===== config.mk =====
export PLATFORM = sky130hd
export DESIGN_NAME = spdif_cs_fmt
export DESIGN_NICKNAME = d
export VERILOG_FILES = /design/src/rtl/spdif_cs_pkg.sv /design/src/rtl/cs_ctrl_reg.sv /design/src/rtl/cs_block_seq.sv /design/src/rtl/cs_sub_fmt.sv /design/src/rtl/spdif_cs_fmt.sv
export SDC_FILE = /design/constraint.sdc
export NUM_CORES = 1
export LEC_CHECK = 0
export BUFFER_PORTS_ARGS = -buffer_cell sky130_fd_sc_hd__buf_4
export CAP_MARGIN = 20
export CELL_PAD_IN_SITES_DETAIL_PLACEMENT = 2
export CELL_PAD_IN_SITES_GLOBAL_PLACEMENT = 2
export CORE_MARGIN = 2
export CORE_UTILIZATION = 31
export DETAILED_ROUTE_END_ITERATION = 12
export PLACE_DENSITY_LB_ADDON = 0.08
export SYNTH_ARGS = -nofsm -noshare
export SYNTH_HDL_FRONTEND = slang
export SYNTH_SLANG_ARGS = --single-unit

===== constraint.sdc =====
create_clock -name clk -period 4.6 [get_ports clk]
set_clock_uncertainty 0.15 [all_clocks]
set_input_delay 0.23 -clock clk [delete_from_list [all_inputs] [get_ports clk]]
set_output_delay 0.23 -clock clk [all_outputs]
set_load 0.02 [all_outputs]

===== src/rtl/spdif_cs_pkg.sv =====
package spdif_cs_pkg;

  localparam int CTL_W = 16;
  localparam logic [CTL_W-1:0] CTL_RESET = 16'h2000;

  // control word field positions
  localparam int VF_BIT   = 15;
  localparam int DR_BIT   = 14;
  localparam int RATE_HI  = 13;
  localparam int RATE_LO  = 12;
  localparam int GEN_BIT  = 11;
  localparam int CAT_HI   = 10;
  localparam int CAT_LO   = 4;
  localparam int EMPH_BIT = 3;
  localparam int COPY_BIT = 2;
  localparam int NAUD_BIT = 1;
  localparam int PRO_BIT  = 0;

  // channel status positions
  localparam int CSI_CAT_LO = 8;
  localparam int CSI_CAT_HI = 14;
  localparam int CSI_GEN    = 15;
  localparam int CSI_FS_LO  = 24;
  localparam int CSI_FS_HI  = 27;

  typedef struct packed {
    logic       pro;
    logic       naud;
    logic       copy_n;
    logic       emph;
    logic [6:0] cat;
    logic       gen;
    logic [3:0] fs;   // fs[0] is sent first (status index 24)
  } cs_fields_t;

  function automatic logic [3:0] rate_to_fs(input logic [1:0] code);
    logic [3:0] f;
    case (code)
      2'b10:   f = 4'b0010;
      2'b11:   f = 4'b0011;
      default: f = 4'b0000;
    endcase
    return f;
  endfunction

  function automatic cs_fields_t decode_ctl(input logic [CTL_W-1:0] c);
    cs_fields_t f;
    f.pro    = c[PRO_BIT];
    f.naud   = c[NAUD_BIT];
    f.copy_n = c[COPY_BIT];
    f.emph   = c[EMPH_BIT];
    f.cat    = c[CAT_HI:CAT_LO];
    f.gen    = c[GEN_BIT];
    f.fs     = rate_to_fs(c[RATE_HI:RATE_LO]);
    return f;
  endfunction

  function automatic logic cs_bit_at(input cs_fields_t f, input logic [7:0] idx);
    logic b;
    b = 1'b0;
    if (idx == 8'd0)
      b = f.pro;
    else if (idx == 8'd1)
      b = f.naud;
    else if (idx == 8'd2)
      b = f.copy_n;
    else if (idx == 8'd3)
      b = f.emph;
    else if (idx >= 8'(CSI_CAT_LO) && idx <= 8'(CSI_CAT_HI))
      b = f.cat[3'(idx - 8'(CSI_CAT_LO))];
    else if (idx == 8'(CSI_GEN))
      b = f.gen;
    else if (idx >= 8'(CSI_FS_LO) && idx <= 8'(CSI_FS_HI))
      b = f.fs[2'(idx - 8'(CSI_FS_LO))];
    return b;
  endfunction

endpackage


===== src/rtl/cs_ctrl_reg.sv =====
module cs_ctrl_reg
  import spdif_cs_pkg::*;
#(
  parameter int              W       = CTL_W,
  parameter logic [W-1:0]    RST_VAL = CTL_RESET
) (
  input  logic         clk,
  input  logic         rst,
  input  logic         wr_en,
  input  logic [W-1:0] wr_data,
  input  logic         tx_enable,
  output logic [W-1:0] ctl_q
);

  // bits writable while running: only the validity force
  localparam logic [W-1:0] RUN_MASK = W'(1) << VF_BIT;
  // bits that never take a written value
  localparam logic [W-1:0] RO_MASK  = (W'(1) << DR_BIT) | (W'(1) << PRO_BIT);

  logic [W-1:0] wmask;

  always_comb begin
    wmask = tx_enable ? RUN_MASK : {W{1'b1}};
    wmask = wmask & ~RO_MASK;
  end

  always_ff @(posedge clk) begin
    if (rst)
      ctl_q <= RST_VAL & ~RO_MASK;
    else if (wr_en)
      ctl_q <= (ctl_q & ~wmask) | (wr_data & wmask);
  end

endmodule


===== src/rtl/cs_block_seq.sv =====
module cs_block_seq
  import spdif_cs_pkg::*;
#(
  parameter int FRAMES = 192,
  parameter int IDX_W  = $clog2(FRAMES)
) (
  input  logic             clk,
  input  logic             rst,
  input  logic             tx_enable,
  input  logic             sf_stb,
  input  logic             sf_chan,
  input  logic [CTL_W-1:0] ctl,
  output logic [IDX_W-1:0] idx_o,
  output cs_fields_t       fields_o
);

  localparam logic [IDX_W-1:0] LAST = IDX_W'(FRAMES - 1);

  logic [IDX_W-1:0] idx_q;
  cs_fields_t       lat_q;
  cs_fields_t       live;
  logic             take_new;
  logic             frame_end;

  assign live      = decode_ctl(ctl);
  assign take_new  = sf_stb && !sf_chan && (idx_q == '0);
  assign frame_end = sf_stb && sf_chan && tx_enable;

  always_ff @(posedge clk) begin
    if (rst || !tx_enable)
      idx_q <= '0;
    else if (frame_end)
      idx_q <= (idx_q == LAST) ? '0 : idx_q + IDX_W'(1);
  end

  always_ff @(posedge clk) begin
    if (rst)
      lat_q <= decode_ctl(CTL_RESET);
    else if (take_new)
      lat_q <= live;
  end

  // the first subframe of a block uses the live word, which is being latched now
  assign fields_o = take_new ? live : lat_q;
  assign idx_o    = idx_q;

endmodule


===== src/rtl/cs_sub_fmt.sv =====
module cs_sub_fmt
  import spdif_cs_pkg::*;
#(
  parameter int DATA_W    = 24,
  parameter int KEEP_LSBS = 4,
  parameter int IDX_W     = 8
) (
  input  logic              clk,
  input  logic              rst,
  input  logic              sf_stb,
  input  logic              underrun,
  input  logic              force_v,
  input  logic [DATA_W-1:0] sample,
  input  cs_fields_t        fields,
  input  logic [IDX_W-1:0]  idx,
  output logic              out_vld,
  output logic              v_bit,
  output logic              c_bit,
  output logic [DATA_W-1:0] data_out
);

  logic [DATA_W-1:0] masked;

  // per-bit gating: low slots always pass, upper slots cleared when forced
  for (genvar g = 0; g < DATA_W; g++) begin : g_mask
    if (g < KEEP_LSBS) begin : g_keep
      assign masked[g] = sample[g];
    end else begin : g_gate
      assign masked[g] = sample[g] & ~force_v;
    end
  end

  always_ff @(posedge clk) begin
    if (rst) begin
      out_vld  <= 1'b0;
      v_bit    <= 1'b0;
      c_bit    <= 1'b0;
      data_out <= '0;
    end else begin
      out_vld <= sf_stb;
      if (sf_stb) begin
        v_bit    <= force_v | underrun;
        c_bit    <= cs_bit_at(fields, 8'(idx));
        data_out <= masked;
      end
    end
  end

endmodule


===== src/rtl/spdif_cs_fmt.sv =====
module spdif_cs_fmt
  import spdif_cs_pkg::*;
#(
  parameter int DATA_W    = 24,
  parameter int KEEP_LSBS = 4,
  parameter int FRAMES    = 192
) (
  input  logic              clk,
  input  logic              rst,
  input  logic              wr_en,
  input  logic [15:0]       wr_data,
  input  logic              tx_enable,
  input  logic              underrun,
  input  logic              sf_stb,
  input  logic              sf_chan,
  input  logic [DATA_W-1:0] sample,
  output logic              out_vld,
  output logic              v_bit,
  output logic              c_bit,
  output logic [DATA_W-1:0] data_out,
  output logic [15:0]       rd_data
);

  localparam int IDX_W = $clog2(FRAMES);

  logic [CTL_W-1:0] ctl;
  logic [IDX_W-1:0] idx;
  cs_fields_t       fields;

  cs_ctrl_reg #(.W(CTL_W), .RST_VAL(CTL_RESET)) u_reg (
    .clk       (clk),
    .rst       (rst),
    .wr_en     (wr_en),
    .wr_data   (wr_data),
    .tx_enable (tx_enable),
    .ctl_q     (ctl)
  );

  cs_block_seq #(.FRAMES(FRAMES), .IDX_W(IDX_W)) u_seq (
    .clk       (clk),
    .rst       (rst),
    .tx_enable (tx_enable),
    .sf_stb    (sf_stb),
    .sf_chan   (sf_chan),
    .ctl       (ctl),
    .idx_o     (idx),
    .fields_o  (fields)
  );

  cs_sub_fmt #(.DATA_W(DATA_W), .KEEP_LSBS(KEEP_LSBS), .IDX_W(IDX_W)) u_fmt (
    .clk      (clk),
    .rst      (rst),
    .sf_stb   (sf_stb),
    .underrun (underrun),
    .force_v  (ctl[VF_BIT]),
    .sample   (sample),
    .fields   (fields),
    .idx      (idx),
    .out_vld  (out_vld),
    .v_bit    (v_bit),
    .c_bit    (c_bit),
    .data_out (data_out)
  );

  assign rd_data = ctl;

endmodule


# Word level (Yosys, flattened, before mapping)
# Index checks and enable logic that the tools add are counted.
# word_totals
ff_bits,67
output_inout_bits,43
# classes
addsub,3
order_cmp,6
eq_ne,7
n_mux,15
bitwise,26
n_reduce_logical,10
# ops
operator,count
AND 16 bit,2
AND 1 bit,20
"== test 8 x 2 -> 1 bit, second input constant",2
2-to-1 mux 16 bit,1
inverter 16 bit,1
bitwise OR 16 bit,1
2-to-1 mux 14 bit,1
2-to-1 mux 1 bit,9
"adder 8 x 1 -> 8 bit, second input constant",1
"== test 8 x 1 -> 1 bit, second input constant",1
"== test 8 x 4 -> 1 bit, second input constant",1
"== test 8 bit, second input constant",1
">= comparator 8 x 4 -> 1 bit, second input constant",1
">= comparator 8 x 5 -> 1 bit, second input constant",1
"<= comparator 8 x 4 -> 1 bit, second input constant",1
"<= comparator 8 x 5 -> 1 bit, second input constant",1
logical NOT 8 bit,1
2-to-1 mux 8 bit,1
logical AND 1 bit,6
"== test 2 bit, second input constant",2
"less-than comparator 3 x 4 -> 1 bit, second input constant",1
one-hot mux 2 bit (2 select lines),1
binary-select mux 1 bit (select 3 bit),1
"less-than comparator 2 x 3 -> 1 bit, second input constant",1
other kinds (7),8

# Longest topological paths before layout
# logic_depth
depth_word,13
ltp_mapped,10
mapped_depth_nobuf,8

# By module
# From an unflattened synthesis, not the netlist that was laid out.
# unflattened
cells_unflattened,321
area_unflattened_um2,2976.6
# by_module_without_submodules
module,instances,cells_each,area_each_um2,seq_area_each_um2
cs_block_seq,1,142,1173.6,480.5
cs_sub_fmt,1,115,1102.3,540.5
cs_ctrl_reg,1,64,700.7,280.3

# Least setup slack after synthesis
# No wires, ideal clock.
# synth_timing
path_kind,flip-flop to flip-flop
startpoint,register u_seq.idx_q[1] (netlist: u_seq.idx_o[1])
endpoint,register u_fmt.c_bit
setup_time_ns,0.116
arrival_time_ns,2.128
setup_slack_ns,2.205
path_stages_with_launch,10
n_path_buf,1
period_less_slack_ns,2.395
path_cell_list,dfxtp_1 clkbuf_8 inv_1 ha_1 nor4b_1 nand2_1 nand4_1 o21ai_0 or4_1 a41o_1
# synth_between
elab_chain_len,12
elab_cells_between_ends,26
cone_classes,2 x add/sub; 4 x order compare; 4 x eq/ne; 12 x mux; 4 x reduce/logical
# synth_rtl
element,line_no,text
start: declaration,cs_block_seq.sv:19,logic [IDX_W-1:0] idx_q;
start signal: assignment,cs_block_seq.sv:33,idx_q <= (idx_q == LAST) ? '0 : idx_q + IDX_W'(1);
logical NOT 8 bit,"spdif_cs_pkg.sv:61, cs_block_seq.sv:26",
logical AND 1 bit,cs_block_seq.sv:26,assign take_new = sf_stb && !sf_chan && (idx_q == '0);
2-to-1 mux 16 bit,cs_block_seq.sv:44,assign fields_o = take_new ? live : lat_q;
binary-select mux 1 bit (select 2 bit),spdif_cs_pkg.sv:74,b = f.fs[2'(idx - 8'(CSI_FS_LO))];
2-to-1 mux 1 bit (implied by the code),spdif_cs_pkg.sv:74,
2-to-1 mux 1 bit,spdif_cs_pkg.sv:73,else if (idx >= 8'(CSI_FS_LO) && idx <= 8'(CSI_FS_HI))
2-to-1 mux 1 bit,spdif_cs_pkg.sv:71,else if (idx == 8'(CSI_GEN))
2-to-1 mux 1 bit,spdif_cs_pkg.sv:69,else if (idx >= 8'(CSI_CAT_LO) && idx <= 8'(CSI_CAT_HI))
2-to-1 mux 1 bit,spdif_cs_pkg.sv:67,else if (idx == 8'd3)
2-to-1 mux 1 bit,spdif_cs_pkg.sv:65,else if (idx == 8'd2)
2-to-1 mux 1 bit,spdif_cs_pkg.sv:63,else if (idx == 8'd1)
2-to-1 mux 1 bit (*),spdif_cs_pkg.sv:61,if (idx == 8'd0)
end signal: assignment,cs_sub_fmt.sv:43,"c_bit <= cs_bit_at(fields, 8'(idx));"
end: declaration,cs_sub_fmt.sv:18,"output logic c_bit,"
# Mark *: on every way between the ends. The rest lies on a longest branch, timed or not. The select of a mux whose other input is x is not followed.
# A chain may end at the register's enable or synchronous reset.

# Worst setup path after layout
# Same ends and word-level chain as after synthesis.

==> results <==
- Averaged over all synthesized cells, the footprint is around 8.7 um^2.
- The core region area is 8763 um^2.
- Setup repair after global routing left no endpoint under its margin.
- The first global-routing pass estimated 15.23 mm of wire.
- The number of CTS-inserted buffers is 9.
- The period utilization is 68.16%.
- In this run the tightest slew margin relative to its limit is 48.93%.
- The share of synthesized area occupied by flip-flops and latches is 46.08%.
- The commonest cells after synthesis are dfxtp_1 (65), nor2_1 (47), a21oi_1 (38), nand2_1 (37), nor2b_1 (26).
- On the worst path, the slowest cell contributes a delay of 0.53 ns.
- The detailed-route wire length per cell is approximately 16 um.
- The post-synthesis register bit count is 65.
- The H-tree was split into 3 levels.
- Adding up every negative setup slack in the final design gives 0 ns.
- In the final layout, the multi-input gates occupy 1353 um^2.
- In this run the worst path has a maximum fanout of 15.
- The flip-flop cell with the highest count after synthesis is dfxtp_1.
- The count of input and output buffers is 85.
- The share of synthesized flip-flops with an asynchronous set or reset is 0%.
- The endpoint identified for the worst register-to-register timing path is u_fmt.c_bit$_SDFFE_PP0P_.
- The number of instances on the worst hold path is 3.
- The count of synthesis-stage warnings from yosys is 0.
- After detailed routing, the number of vias per cell comes to 4.937.
- The die covers 9889 um^2.
- The minimum setup slack in the final design is 1.464 ns.
- The register-to-register setup slack is between 1 and 1.5 ns.
- The number of DRC violations after detailed-routing iteration 0 is 66.
- The worst hold path begins at wr_en.
- TritonCTS built the clock tree.
- Cells with a size suffix above 1 make up about a quarter of the layout.
- The layout has approximately 1000 filler cells.
- The share of Yosys cell area claimed by the top area cell type is 46.08%.
- The critical path class is flip-flop to flip-flop.
- The type of destination of the critical path is a flip-flop.
- The mapped cell area is 2824 um^2.
- The via count of the first global-routing pass is approximately 3000.
- The tool flagged a number of max-cap violations equal to 0.
- STA classifies the critical path startpoint as a flip-flop.
- The final hold violation count came to 0.
- Once placement completed, the tool counted placed cells totaling 497.
- The final net count is 491.
- The pre-antenna-repair detailed-routing pass consisted of 4 iterations.
- The number of antenna violations at the first check in global routing was 0.
- During I/O placement, the number of pins put on the boundary was 90.
- Summed over all cells, the static leakage comes to 1.680 nW.
- In this run the vertical extent of the chip is between 90 and 100 um.
- The die width is 99.45 um.
- The starting density of the core is 32.22%.
- The slowest stage cell on the critical path is or4_1.
- The combined flip-flop and latch cell area is 1301 um^2.
- The count of vias placed by the detailed router is 2725.
- Setup violations remaining at the end of the flow were counted as 0.
- Hold repair after CTS inserted 39 buffers.
- The transition time at the pin with the least slew margin is 0.7590 ns.
- The count of nets left with antenna violations after detail routing is 0.
- The number of slew-limit violations in the final report came to 0.
- The number of cells on the worst reg-to-reg path is 8.
- In the routed design, unresolved DRC markers number 0.
- Global routing used 19.35% of the available tracks across all layers.
- dfxtp_1 is the most common cell in the netlist.
- The post-cts repair resize count is 0.
- The power density normalized to cell area is between 300 and 400 nW/um^2.
- In this run the deepest clock path goes through 2 buffers.
- The repair_antennas step left the layout with diodes totalling 0.
- STA puts the critical path data arrival time at roughly 3.2 ns.
- In this run the cell area measured after placement is between 3000 and 4000 um^2.
- The clock transition time at the flip-flop clock pins of the worst setup and hold paths is about 0.070 ns.
- Clock latency on the worst-skew pair, taken at its later pin, is 0.34 ns.
- VDD sags by at most 0.1385 mV.
- The count of unique library cells instantiated by Yosys is 48.
- The data required time of the worst path is approximately 4.7 ns.
- The post-CTS setup repair buffer count is 0.
- The leading area contributor after synthesis is dfxtp_1.
- The detailed-placement wirelength estimate is 5.687 mm.
- The count of placed standard cells in the final layout, fillers left out is 552.
- The endpoint with the worst hold slack is u_reg.ctl_q[15]$_SDFFE_PP0P_.
- Sorting the synthesized cells by area gives the leading types as dfxtp_1 (46%), a21oi_1 (6.7%), mux2i_1 (6.7%).
- Synthesis handed over a netlist of 323 instances.
- The root buffer cell chosen for the clock tree is clkbuf_8.
- The number of clock sinks is 65.
- The launching point of the worst reg2reg path is u_seq.idx_o[1]$_SDFFE_PP0P_.
- The floorplan has 34 rows.
- The signal on the critical path passes through inv_1 > ha_1 > nand4bb_1 > nor3_4 > buf_4 > a2111oi_1 > or4_1 > a41o_1.
- Static timing analysis puts the maximum clock frequency at 0.3189 GHz.
- The congestion estimate from routability-driven global placement came to ~0.78.
- The smallest clock period supported by the final layout is computed as 3.136 ns.
- In this run, synthesis inferred 0 flip-flops with an integrated enable.
- The final global-route overflow total is 0.
- The tightest min-delay check is of the primary input to flip-flop type.
- The largest net degree at the start of global routing is 59.
- Before CTS, the worst setup slack after placement is 1.437 ns.
- The growth of design area from synthesis to finish is 42.53%.
- The total detailed-routing wirelength is around 9 mm.
- The area of all placed cells without fillers is 4025 um^2.
- The flow ran to the end, and the final reports show no timing, DRC or antenna violations.
## report_power, final
part           leakage (nW)  switching [W]  total (W)  internal [W]
clock network        0.0822       0.000218   0.000424      0.000206
logic                  1.07      0.0000965   0.000193     0.0000969
registers             0.531      0.0000141   0.000599      0.000585
total                  1.68       0.000328    0.00122      0.000887
## per-layer routing
| metal | global-route usage (%) | part of all wire [%] | vias up |
|---|---|---|---|
| met5 | 0 | 0 | - |
| met4 | 6.849 | 1.8 | 0 |
| met3 | 4.427 | 4.4 | 12 |
| met2 | 33.89 | 51 | 60 |
| met1 | 23.23 | 43 | 1332 |
| li1 | - | - | 1321 |
## area by class of cell
class / instances / share of cell area [%]
Clock inverter: 3 / 0.4352
Inverter: 4 / 0.3730
Tap cell: 108 / 3.357
Clock buffer: 12 / 3.606
Multi-Input combinational cell: 232 / 33.60
Timing Repair Buffer: 128 / 26.30
Sequential cell: 65 / 32.33
## worst max-delay path: cells and delay by family (launching register included)
family          cells  cell delay (ns)
flops               1             0.44
simple gates        3             1.23
buf+inv             2             0.58
compound gates      2             0.32
fa+ha+maj           1             0.30
## cells in the final DEF (no fill, tap or decap), drive strengths merged, types with 3 or more instances in the layout
| master | instances |
|---|---|
| dlygate4sd3 | 39 |
| dfxtp | 65 |
| nor2 | 47 |
| xnor2 | 3 |
| xor2 | 3 |
| nand4 | 4 |
| nand3 | 6 |
| nand3b | 3 |
| o21ai | 6 |
| clkbuf | 12 |
| ha | 4 |
| nor3 | 5 |
| nand2 | 37 |
| nor3b | 3 |
| nor2b | 26 |
| a21oi | 38 |
| inv | 4 |
| mux2i | 19 |
| buf | 89 |
## worst max-delay path by stage
stage                                            from                        to  slack, ns  depth (start not counted)
after floorplan           u_seq.idx_o[1]$_SDFFE_PP0P_  u_fmt.c_bit$_SDFFE_PP0P_       2.21                          9
after global placement    u_seq.idx_o[1]$_SDFFE_PP0P_  u_fmt.c_bit$_SDFFE_PP0P_       1.54                          8
after detailed placement  u_seq.idx_o[1]$_SDFFE_PP0P_  u_fmt.c_bit$_SDFFE_PP0P_       1.44                          8
after CTS                 u_seq.idx_o[1]$_SDFFE_PP0P_  u_fmt.c_bit$_SDFFE_PP0P_       1.43                          8
after global routing      u_seq.idx_o[1]$_SDFFE_PP0P_  u_fmt.c_bit$_SDFFE_PP0P_       1.22                          8
final                     u_seq.idx_o[1]$_SDFFE_PP0P_  u_fmt.c_bit$_SDFFE_PP0P_       1.46                          8
## cells by family after synthesis
group	after synthesis	synth area share, %
other	1	0.1328
xor gates and xnor gates	6	1.861
adders and majority gates	4	1.772
muxes	20	7.133
DFF	65	46.08
AOI/OAI and AO/OA	59	12.27
and+or+nand+nor	141	24.59
buffers and inverters	27	6.158
## per-stage QoR
| stage | util, % | total power, W | hold slack [ns] |
|---|---|---|---|
| finish | 45.93 | 0.001216 | 0.03237 |
| global route | 45.93 | 0.001276 | 0.03117 |
| CTS | 45.85 | 0.001228 | 0.009529 |
| detailed placement | 39.53 | 0.0007765 | 0.3060 |
| global placement | 39.53 | 0.0007715 | 0.2957 |
| floorplan | - | 0.0006991 | 0.2043 |
Power figures use the tool's default switching activity.
